==> src/rtl/spi_seq_pkg.sv <==
package spi_seq_pkg;
  typedef enum logic [1:0] {PH_PRE, PH_OPC, PH_ADR, PH_DAT} phase_t;
  typedef enum logic [2:0] {S_IDLE, S_CHECK, S_LOAD, S_WAIT, S_GAP} state_t;

  localparam logic [4:0] RA_STATUS  = 5'd0;
  localparam logic [4:0] RA_CTRL    = 5'd1;
  localparam logic [4:0] RA_ADDR    = 5'd2;
  localparam logic [4:0] RA_FLOOR   = 5'd3;
  localparam logic [4:0] RA_MENU_LO = 5'd4;
  localparam logic [4:0] RA_MENU_HI = 5'd5;
  localparam logic [4:0] RA_TYPES   = 5'd6;
  localparam logic [4:0] RA_PREFIX  = 5'd7;

  localparam int SB_BUSY = 0;
  localparam int SB_DONE = 2;
  localparam int SB_ERR  = 3;
  localparam int SB_LOCK = 15;

  localparam int CB_GO     = 1;
  localparam int CB_ATOMIC = 2;
  localparam int CB_IDX    = 4;
  localparam int CB_CNT    = 8;
  localparam int CB_DPHASE = 14;
endpackage

==> src/rtl/spi_byte_shifter.sv <==
module spi_byte_shifter #(
  parameter int SCK_HALF = 2
) (
  input  logic       clk,
  input  logic       rst_n,
  input  logic       start,
  input  logic [7:0] tx,
  input  logic       miso,
  output logic       sck,
  output logic       mosi,
  output logic       done,
  output logic [7:0] rx
);
  localparam int DW = (SCK_HALF > 1) ? $clog2(SCK_HALF) : 1;

  logic          active;
  logic [7:0]    sh;
  logic [2:0]    bits;
  logic [DW-1:0] div;

  assign mosi = active & sh[7];

  always_ff @(posedge clk or negedge rst_n) begin
    if (!rst_n) begin
      active <= 1'b0;
      sh     <= '0;
      bits   <= '0;
      div    <= '0;
      sck    <= 1'b0;
      done   <= 1'b0;
      rx     <= '0;
    end else begin
      done <= 1'b0;
      if (start) begin
        active <= 1'b1;
        sh     <= tx;
        bits   <= '0;
        div    <= '0;
        sck    <= 1'b0;
      end else if (active) begin
        if (div == DW'(SCK_HALF - 1)) begin
          div <= '0;
          if (!sck) begin
            sck <= 1'b1;
            rx  <= {rx[6:0], miso};
          end else begin
            sck <= 1'b0;
            sh  <= {sh[6:0], 1'b0};
            if (bits == 3'd7) begin
              active <= 1'b0;
              done   <= 1'b1;
            end else begin
              bits <= bits + 3'd1;
            end
          end
        end else begin
          div <= div + DW'(1);
        end
      end
    end
  end
endmodule

==> src/rtl/spi_data_buf.sv <==
module spi_data_buf #(
  parameter int BYTES = 64
) (
  input  logic                        clk,
  input  logic                        sw_we,
  input  logic [$clog2(BYTES/4)-1:0]  sw_widx,
  input  logic [31:0]                 sw_wdata,
  input  logic [$clog2(BYTES/4)-1:0]  sw_ridx,
  output logic [31:0]                 sw_rdata,
  input  logic                        en_we,
  input  logic [$clog2(BYTES)-1:0]    en_idx,
  input  logic [7:0]                  en_wdata,
  output logic [7:0]                  en_rdata
);
  logic [7:0] mem [BYTES];

  always_ff @(posedge clk) begin
    if (sw_we) begin
      for (int k = 0; k < 4; k++) mem[{sw_widx, 2'(k)}] <= sw_wdata[8*k +: 8];
    end
    if (en_we) mem[en_idx] <= en_wdata;
  end

  always_comb begin
    for (int k = 0; k < 4; k++) sw_rdata[8*k +: 8] = mem[{sw_ridx, 2'(k)}];
  end

  assign en_rdata = mem[en_idx];
endmodule

==> src/rtl/spi_cmd_seq.sv <==
module spi_cmd_seq
  import spi_seq_pkg::*;
#(
  parameter int SCK_HALF   = 2,
  parameter int DATA_BYTES = 64
) (
  input  logic        clk,
  input  logic        rst_n,
  input  logic        reg_we,
  input  logic [4:0]  reg_waddr,
  input  logic [31:0] reg_wdata,
  input  logic [4:0]  reg_raddr,
  output logic [31:0] reg_rdata,
  output logic        spi_sck,
  output logic        spi_cs_n,
  output logic        spi_mosi,
  input  logic        spi_miso
);
  localparam int CNT_W   = $clog2(DATA_BYTES);
  localparam int WIDX_W  = $clog2(DATA_BYTES / 4);
  localparam int GAP_CYC = 4 * SCK_HALF;
  localparam int GAP_W   = $clog2(GAP_CYC + 1);

  logic             st_busy, st_done, st_err, locked;
  logic [23:0]      addr_q;
  logic [15:0]      floor_q;
  logic [63:0]      menu_q;
  logic [15:0]      types_q;
  logic [7:0]       prefix_q;
  logic             ctl_atomic, ctl_dphase;
  logic [2:0]       ctl_idx;
  logic [CNT_W-1:0] ctl_cnt;
  state_t           state;
  phase_t           ph;
  logic [CNT_W-1:0] bidx;
  logic [1:0]       kind;
  logic [GAP_W-1:0] gcnt;
  logic             cs_q;

  logic       sh_start, sh_done;
  logic [7:0] sh_tx, sh_rx, buf_byte;
  logic [31:0] buf_word;
  logic       go_req, buf_sw_we, buf_en_we;

  assign go_req    = reg_we && (reg_waddr == RA_CTRL) && reg_wdata[CB_GO] && !st_busy;
  assign buf_sw_we = reg_we && reg_waddr[4] && !st_busy;
  assign buf_en_we = (state == S_WAIT) && sh_done && (ph == PH_DAT) && !kind[0];
  assign sh_start  = (state == S_LOAD);
  assign spi_cs_n  = cs_q;

  always_comb begin
    unique case (ph)
      PH_PRE: sh_tx = prefix_q;
      PH_OPC: sh_tx = menu_q[{ctl_idx, 3'b000} +: 8];
      PH_ADR: sh_tx = (bidx[1:0] == 2'd0) ? addr_q[23:16] :
                      (bidx[1:0] == 2'd1) ? addr_q[15:8] : addr_q[7:0];
      PH_DAT: sh_tx = kind[0] ? buf_byte : 8'h00;
    endcase
  end

  spi_byte_shifter #(.SCK_HALF(SCK_HALF)) u_shift (
    .clk(clk), .rst_n(rst_n), .start(sh_start), .tx(sh_tx), .miso(spi_miso),
    .sck(spi_sck), .mosi(spi_mosi), .done(sh_done), .rx(sh_rx)
  );

  spi_data_buf #(.BYTES(DATA_BYTES)) u_buf (
    .clk(clk), .sw_we(buf_sw_we), .sw_widx(reg_waddr[WIDX_W-1:0]), .sw_wdata(reg_wdata),
    .sw_ridx(reg_raddr[WIDX_W-1:0]), .sw_rdata(buf_word),
    .en_we(buf_en_we), .en_idx(bidx), .en_wdata(sh_rx), .en_rdata(buf_byte)
  );

  always_ff @(posedge clk or negedge rst_n) begin
    if (!rst_n) begin
      st_busy <= 1'b0; st_done <= 1'b0; st_err <= 1'b0; locked <= 1'b0;
      addr_q <= '0; floor_q <= '0; menu_q <= '0; types_q <= '0; prefix_q <= '0;
      ctl_atomic <= 1'b0; ctl_dphase <= 1'b0; ctl_idx <= '0; ctl_cnt <= '0;
      state <= S_IDLE; ph <= PH_OPC; bidx <= '0; kind <= '0; gcnt <= '0; cs_q <= 1'b1;
    end else begin
      // software side; engine updates below take priority
      if (reg_we) begin
        unique case (reg_waddr)
          RA_STATUS: begin
            if (reg_wdata[SB_DONE]) st_done <= 1'b0;
            if (reg_wdata[SB_ERR])  st_err  <= 1'b0;
            if (reg_wdata[SB_LOCK]) locked  <= 1'b1;
          end
          RA_CTRL: if (!st_busy) begin
            ctl_atomic <= reg_wdata[CB_ATOMIC];
            ctl_idx    <= reg_wdata[CB_IDX +: 3];
            ctl_cnt    <= reg_wdata[CB_CNT +: CNT_W];
            ctl_dphase <= reg_wdata[CB_DPHASE];
          end
          RA_ADDR:    if (!st_busy) addr_q <= reg_wdata[23:0];
          RA_FLOOR:   floor_q <= reg_wdata[23:8];
          RA_MENU_LO: if (!locked) menu_q[31:0]  <= reg_wdata;
          RA_MENU_HI: if (!locked) menu_q[63:32] <= reg_wdata;
          RA_TYPES:   if (!locked) types_q  <= reg_wdata[15:0];
          RA_PREFIX:  if (!locked) prefix_q <= reg_wdata[7:0];
          default: ;
        endcase
      end
      unique case (state)
        S_IDLE: if (go_req) begin
          st_busy <= 1'b1;
          kind    <= types_q[{reg_wdata[CB_IDX +: 3], 1'b0} +: 2];
          state   <= S_CHECK;
        end
        S_CHECK: begin
          if (kind[1] && (addr_q[23:8] < floor_q)) begin
            st_err  <= 1'b1;
            st_busy <= 1'b0;
            state   <= S_IDLE;
          end else begin
            ph    <= ctl_atomic ? PH_PRE : PH_OPC;
            bidx  <= '0;
            state <= S_LOAD;
          end
        end
        S_LOAD: begin
          cs_q  <= 1'b0;
          state <= S_WAIT;
        end
        S_WAIT: if (sh_done) begin
          state <= S_LOAD;
          unique case (ph)
            PH_PRE: begin
              cs_q <= 1'b1; gcnt <= '0; ph <= PH_OPC; state <= S_GAP;
            end
            PH_OPC: begin
              bidx <= '0;
              if (kind[1]) ph <= PH_ADR;
              else if (ctl_dphase) ph <= PH_DAT;
              else begin
                cs_q <= 1'b1; st_busy <= 1'b0; st_done <= 1'b1; state <= S_IDLE;
              end
            end
            PH_ADR: begin
              if (bidx != CNT_W'(2)) bidx <= bidx + CNT_W'(1);
              else if (ctl_dphase) begin
                ph <= PH_DAT; bidx <= '0;
              end else begin
                cs_q <= 1'b1; st_busy <= 1'b0; st_done <= 1'b1; state <= S_IDLE;
              end
            end
            PH_DAT: begin
              if (bidx != ctl_cnt) bidx <= bidx + CNT_W'(1);
              else begin
                cs_q <= 1'b1; st_busy <= 1'b0; st_done <= 1'b1; state <= S_IDLE;
              end
            end
          endcase
        end
        S_GAP: begin
          if (gcnt == GAP_W'(GAP_CYC - 1)) state <= S_LOAD;
          else gcnt <= gcnt + GAP_W'(1);
        end
        default: state <= S_IDLE;
      endcase
    end
  end

  always_comb begin
    reg_rdata = '0;
    if (reg_raddr[4]) reg_rdata = buf_word;
    else begin
      unique case (reg_raddr)
        RA_STATUS: begin
          reg_rdata[SB_BUSY] = st_busy;
          reg_rdata[SB_DONE] = st_done;
          reg_rdata[SB_ERR]  = st_err;
          reg_rdata[SB_LOCK] = locked;
        end
        RA_CTRL: begin
          reg_rdata[CB_ATOMIC]       = ctl_atomic;
          reg_rdata[CB_IDX +: 3]     = ctl_idx;
          reg_rdata[CB_CNT +: CNT_W] = ctl_cnt;
          reg_rdata[CB_DPHASE]       = ctl_dphase;
        end
        RA_ADDR:    reg_rdata[23:0] = addr_q;
        RA_FLOOR:   reg_rdata[23:8] = floor_q;
        RA_MENU_LO: reg_rdata = menu_q[31:0];
        RA_MENU_HI: reg_rdata = menu_q[63:32];
        RA_TYPES:   reg_rdata[15:0] = types_q;
        RA_PREFIX:  reg_rdata[7:0] = prefix_q;
        default: ;
      endcase
    end
  end
endmodule

==> config.mk <==
export PLATFORM = sky130hd
export DESIGN_NAME = spi_cmd_seq
export DESIGN_NICKNAME = d
export VERILOG_FILES = /design/src/rtl/spi_seq_pkg.sv /design/src/rtl/spi_byte_shifter.sv /design/src/rtl/spi_data_buf.sv /design/src/rtl/spi_cmd_seq.sv
export SDC_FILE = /design/constraint.sdc
export NUM_CORES = 1
export LEC_CHECK = 0
export BUFFER_PORTS_ARGS = -buffer_cell sky130_fd_sc_hd__buf_2
export CAP_MARGIN = 20
export CORE_ASPECT_RATIO = 2
export CORE_UTILIZATION = 64
export DETAILED_ROUTE_END_ITERATION = 10
export PLACE_DENSITY = 0.81
export SLEW_MARGIN = 0
export SYNTH_ARGS = -nofsm -noshare
export SYNTH_HDL_FRONTEND = slang
export SYNTH_SLANG_ARGS = --single-unit
==> constraint.sdc <==
create_clock -name clk -period 3.3 [get_ports clk]
set_clock_uncertainty 0.2 [all_clocks]
set_input_delay 0.33 -clock clk [delete_from_list [all_inputs] [get_ports clk]]
set_output_delay 0.33 -clock clk [all_outputs]
set_load 0.005 [all_outputs]
==> impl_metrics.yaml, run 1 <==
outcome:
  status: "stopped before the end"
  flow.stopped_at: "global routing"
  error: "[ERROR GRT-0116] Global routing finished with congestion. Check the congestion regions in the DRC Viewer."
yosys:
  synth_cell_types: 68
  yosys_warnings: 0
  synth_nets: 3028
  synth_edf_count: 512
  ys_top_cells_by_area: "edfxtp_1, mux2_2, mux4_2"
  synth_seq_area_share_pct: 49.5
  synthFlopType: "edfxtp_1"
  yosys.area.top_type_share_pct: 38.1
  syn_area_um2: 40400
  ys_seq_elements: 696
  synth_cells: 2956
  syn_avg_cell_area_um2: 13.7
  synthArstFlopShare_pct: 26.4
  yosysTopAreaCell: "edfxtp_1"
floorplan:
  die_w_um: 180
  ios: 81
  rows: 129
  start_util_pct: 65.0
  fp.dieH_um: 357
clock_network:
  clock_path_buffers: 3
  cts_sinks: 696
  clockRootBuffer: "clkbuf_16"
  htree_num_levels: 2
  ctsResizeCount: 0
  numCtsBuffers: 61
global_route:
  grt_usage_pct: 72.5
  grt_pass1_vias: 37700
  overflow: 493
  grt_pass1_wl_um: 328000
  grt_max_degree: 67
placed_design:
  place_inst: 3800
  place_ws_ns: 0.00613
  place_congestion: 1.26
  port-buffer-count: 80
  hpwl_um: 143000
-- logic make-up after synthesis --
logic type | synth area share [%]
mux | 32.7
flops | 49.5
buf+inv | 3.17
fa+ha+maj | 0.805
xor+xnor | 0.238
simple gates | 5.24
compound gates | 8.37
-- through the flow --
stage / utilization [%] / cell area [um^2]
after CTS: 73.0 / 45400
after global placement: 69.5 / 43200
after floorplan: - / 40400
after detailed placement: 69.5 / 43200
-- timing repair --
action | CTS
endpoints found under the hold margin | 134
cloned | 0
buffers inserted | 11
pin swaps | 2
setup endpoints to repair | 5
hold buffers | 4
-- metal layers --
metal,GRT overflow,global-route usage [%]
met1,2,72.3
met2,290,92.9
met3,4,52.4
met4,197,75.3
met5,0,15.3
-- cell usage after synthesis (all sizes together) (5+ instances only) --
cell,number
clkbuf,227
a21o,5
nand4,6
a41oi,6
ha,26
xnor2,10
dfrtp,182
nor2b,13
nand2b,10
mux2i,66
nand2,197
mux4,207
o221ai,6
buf,64
nand3b,9
nor3,32
a31oi,23
and3,6
o21ai,105
mux2,701
a21oi,46
a222oi,14
a211oi,7
or3,9
nor2,104
a221oi,77
a22o,26
a311oi,5
a22oi,85
edfxtp,512
o22a,6
and2,5
inv,37
nand3,38
o22ai,28
a221o,7
==> run 2, diff against run 1 <==
--- a/config.mk
+++ b/config.mk
@@ -7,10 +7,9 @@
 export LEC_CHECK = 0
 export BUFFER_PORTS_ARGS = -buffer_cell sky130_fd_sc_hd__buf_2
 export CAP_MARGIN = 20
-export CORE_ASPECT_RATIO = 2
-export CORE_UTILIZATION = 64
+export CORE_UTILIZATION = 40
 export DETAILED_ROUTE_END_ITERATION = 10
-export PLACE_DENSITY = 0.81
+export PLACE_DENSITY_LB_ADDON = 0.15
 export SLEW_MARGIN = 0
 export SYNTH_ARGS = -nofsm -noshare
 export SYNTH_HDL_FRONTEND = slang
==> run 2 against run 1 <==
The flow now finishes, with violations (setup timing); synthesized cell count is the same; synthesized area is the same.
==> impl_metrics.yaml, run 2 <==
yosys:
  ys_seq_elements: 696
  synthXorXnorAreaFrac_pct: 0.238
  synth_edf_count: 512
  synth_compound_area_share_pct: 8.37
  synth_cell_types: 68
  synth_fa_ha_area_share_pct: 0.805
  synth_nets: 3028
  synth_cells: 2956
  yosys_warnings: 0
  yosys.area.top_type_share_pct: 38.1
  synthMuxAreaShare_pct: 32.7
  synthFlopType: "edfxtp_1"
  ys_top_cells_by_area: "edfxtp_1, mux2_2, mux4_2"
  syn_area_um2: 40400
  synthArstFlopShare_pct: 26.4
  yosys.area_share.simple_pct: 5.24
  yosysTopAreaCell: "edfxtp_1"
  synth_common_cells: "mux2_2, edfxtp_1, clkbuf_1, mux4_2, dfrtp_1"
  synth_seq_area_share_pct: 49.5
  synth_top_family_by_area: "multiplexers"
  syn_avg_cell_area_um2: 13.7
  synth_most_common_cell: "mux2_2"
layout:
  mostFrequentLayoutCell: "mux2_2"
  regMostFlops: "u_buf.mem"
  finalNetCount: 3314
  fin_area_um2: 48100
  finish.utilization_pct: 48.0
  layout_common_cells: "mux2_2, edfxtp_1, buf_4"
  drive_above_1_share_pct: 49.1
  synthToLayoutAreaGrowth_pct: 18.9
  largest_register_ffs: 512
  reg_top3: "u_buf.mem x512, menu_q x64, addr_q x24"
drt:
  drt-initial-drc-count: 5395
  route.detailed.drc: 0
  ant_nets: 0
  viasPerCell: 7.02
  dr.pass1.iters: 8
  avgRoutedWirePerCell_um: 46.1
  num_vias: 32400
  routed_wl_um: 213000
clock_network:
  clockRootBuffer: "clkbuf_16"
  clock_path_buffers: 3
  path_clk_slew_ns: 0.06
  htree_num_levels: 3
  numCtsBuffers: 82
  cts_sinks: 696
  clock_latency_ns: 0.70
  cts_tree: "yes"
placed_design:
  port-buffer-count: 80
  place_area_um2: 44700
  place_congestion: 1.09
  hpwl_um: 160000
outcome:
  status: "finished, violations left"
  violations: "setup timing"
timing:
  fin_tns_setup_ns: -2.39
  hold_viol_final: 0
  setup_violations: 22
  tightest_slew_ns: 1.11
  fin_crit_sh_pct: 107
  worst_slack_ns: -0.229
  relSlewSlack_pct: 26.1
  finalMaxSlewViolations: 0
  rsz0062_at_grt: "true"
  clock.fmax_ghz: 0.283
  period_needed_ns: 3.53
global_route:
  grt_usage_pct: 41.3
  globalRouteMet1Util_pct: 53.5
  grt_max_degree: 71
  antenna_found_initial: 40
  grt_pass1_vias: 31200
  use_met3_pct: 10.8
  overflow: 0
  grt.met2_usage_pct: 61.7
  grt_pass1_wl_um: 284000
  busiest_layer: "met2"
worst_setup_path:
  arrival_ns: 3.00
  max_stage_delay_ns: 0.64
  cp-start-kind: "register"
  crit_type: "reg2out"
  crit_chain: "mux4_2 > mux4_2 > a222oi_1 > inv_1 > buf_2"
  required_ns: 2.77
  slowest_stage: "mux4_2"
  endpoint_kind: "output pin"
  cp_max_fo: 2
  crit_path_frequent_cell: "mux4_2"
  cp.buffers_inverters: 2
  critPathTopFamily: "multiplexers"
power_and_ir_drop:
  leakage_uw: 0.0173
  powerDensity_nw_per_um2: 565
  power_uw: 27100
  ir_worst_vdd_mv: 0.686
floorplan:
  rows: 116
  ios: 81
  die_w_um: 320
  start_util_pct: 40.3
  fp.dieH_um: 320
  core_um2: 100000
  die_area_um2: 102000
job:
  drv_cap: 0
hold_path:
  hp-class: "in2async"
-- run 2: timing repair --
| item | 4_1_cts | 5_1_grt |
|---|---|---|
| hold buffers | 7 | 0 |
| pin swaps | 13 | 4 |
| endpoints found under the hold margin | 116 | 0 |
| endpoints found under the setup margin | 23 | 32 |
| setup buffers | 37 | 8 |
| resized for setup | 31 | 13 |
-- run 2: worst paths after layout --
check,from,cells past startpoint,slack [ns],to
setup / recovery,u_buf.mem[3][1],5,-0.23,reg_rdata[25]
max in group asynchronous,rst_n,3,1.90,bidx[1]
min in group clk,reg_wdata[12],3,0.03,floor_q[4]
setup reg to reg,bidx[2],9,-0.01,u_shift.sh[1]
hold / removal,rst_n,2,0.007,addr_q[14]
hold reg to reg,u_shift.bits[1],1,0.31,u_shift.bits[1]
-- run 2: cell type report --
type                    instances  area [um^2]
multi-input cells            1930        19400
clock buffers                 114         2330
diodes                         11         27.5
fillers                      8831        52100
repair buffers                493         4140
inverters                      39          146
clock inverters                36          413
well taps                    1298         1620
flip-flops and latches        696        20000
-- run 2: logic make-up after synthesis --
| logic type | after synthesis |
|---|---|
| flops | 696 |
| compound gates | 477 |
| fa+ha+maj | 26 |
| buf+inv | 330 |
| xor+xnor | 11 |
| simple gates | 442 |
| mux | 974 |
-- run 2: routing by layer --
layer / part of all wire [%] / vias to the layer above
met5: 0.12 / -
met4: 7.4 / 34
met3: 11 / 598
met2: 44 / 2436
met1: 38 / 17000
li1: - / 12300
-- run 2: metrics by stage --
stage,hold WS [ns],cells,setup slack (ns)
after global placement,0.179,4403,-0.229
after floorplan,-0.166,2956,0.293
final,0.00698,4617,-0.229
after detailed placement,0.182,4403,-0.127
after CTS,0.00480,4597,-0.290
after global routing,0.0455,4606,-0.268
-- run 2: worst reg2reg max path, stage by stage, from the launching register on --
cell      delay, ns
dfrtp_4        0.54
buf_12         0.28
mux2_2         0.43
a221oi_1       0.49
buf_4          0.20
o22a_1         0.16
o22ai_1        0.10
o41ai_2        0.47
buf_4          0.22
a31oi_1        0.09
-- run 2: power breakdown --
part           switching [uW]  internal (uW)
clock network            4070           5450
registers                1300           9980
logic                    3990           2350
total                    9360          17800
Note: power is estimated with default switching activity, not from simulation.
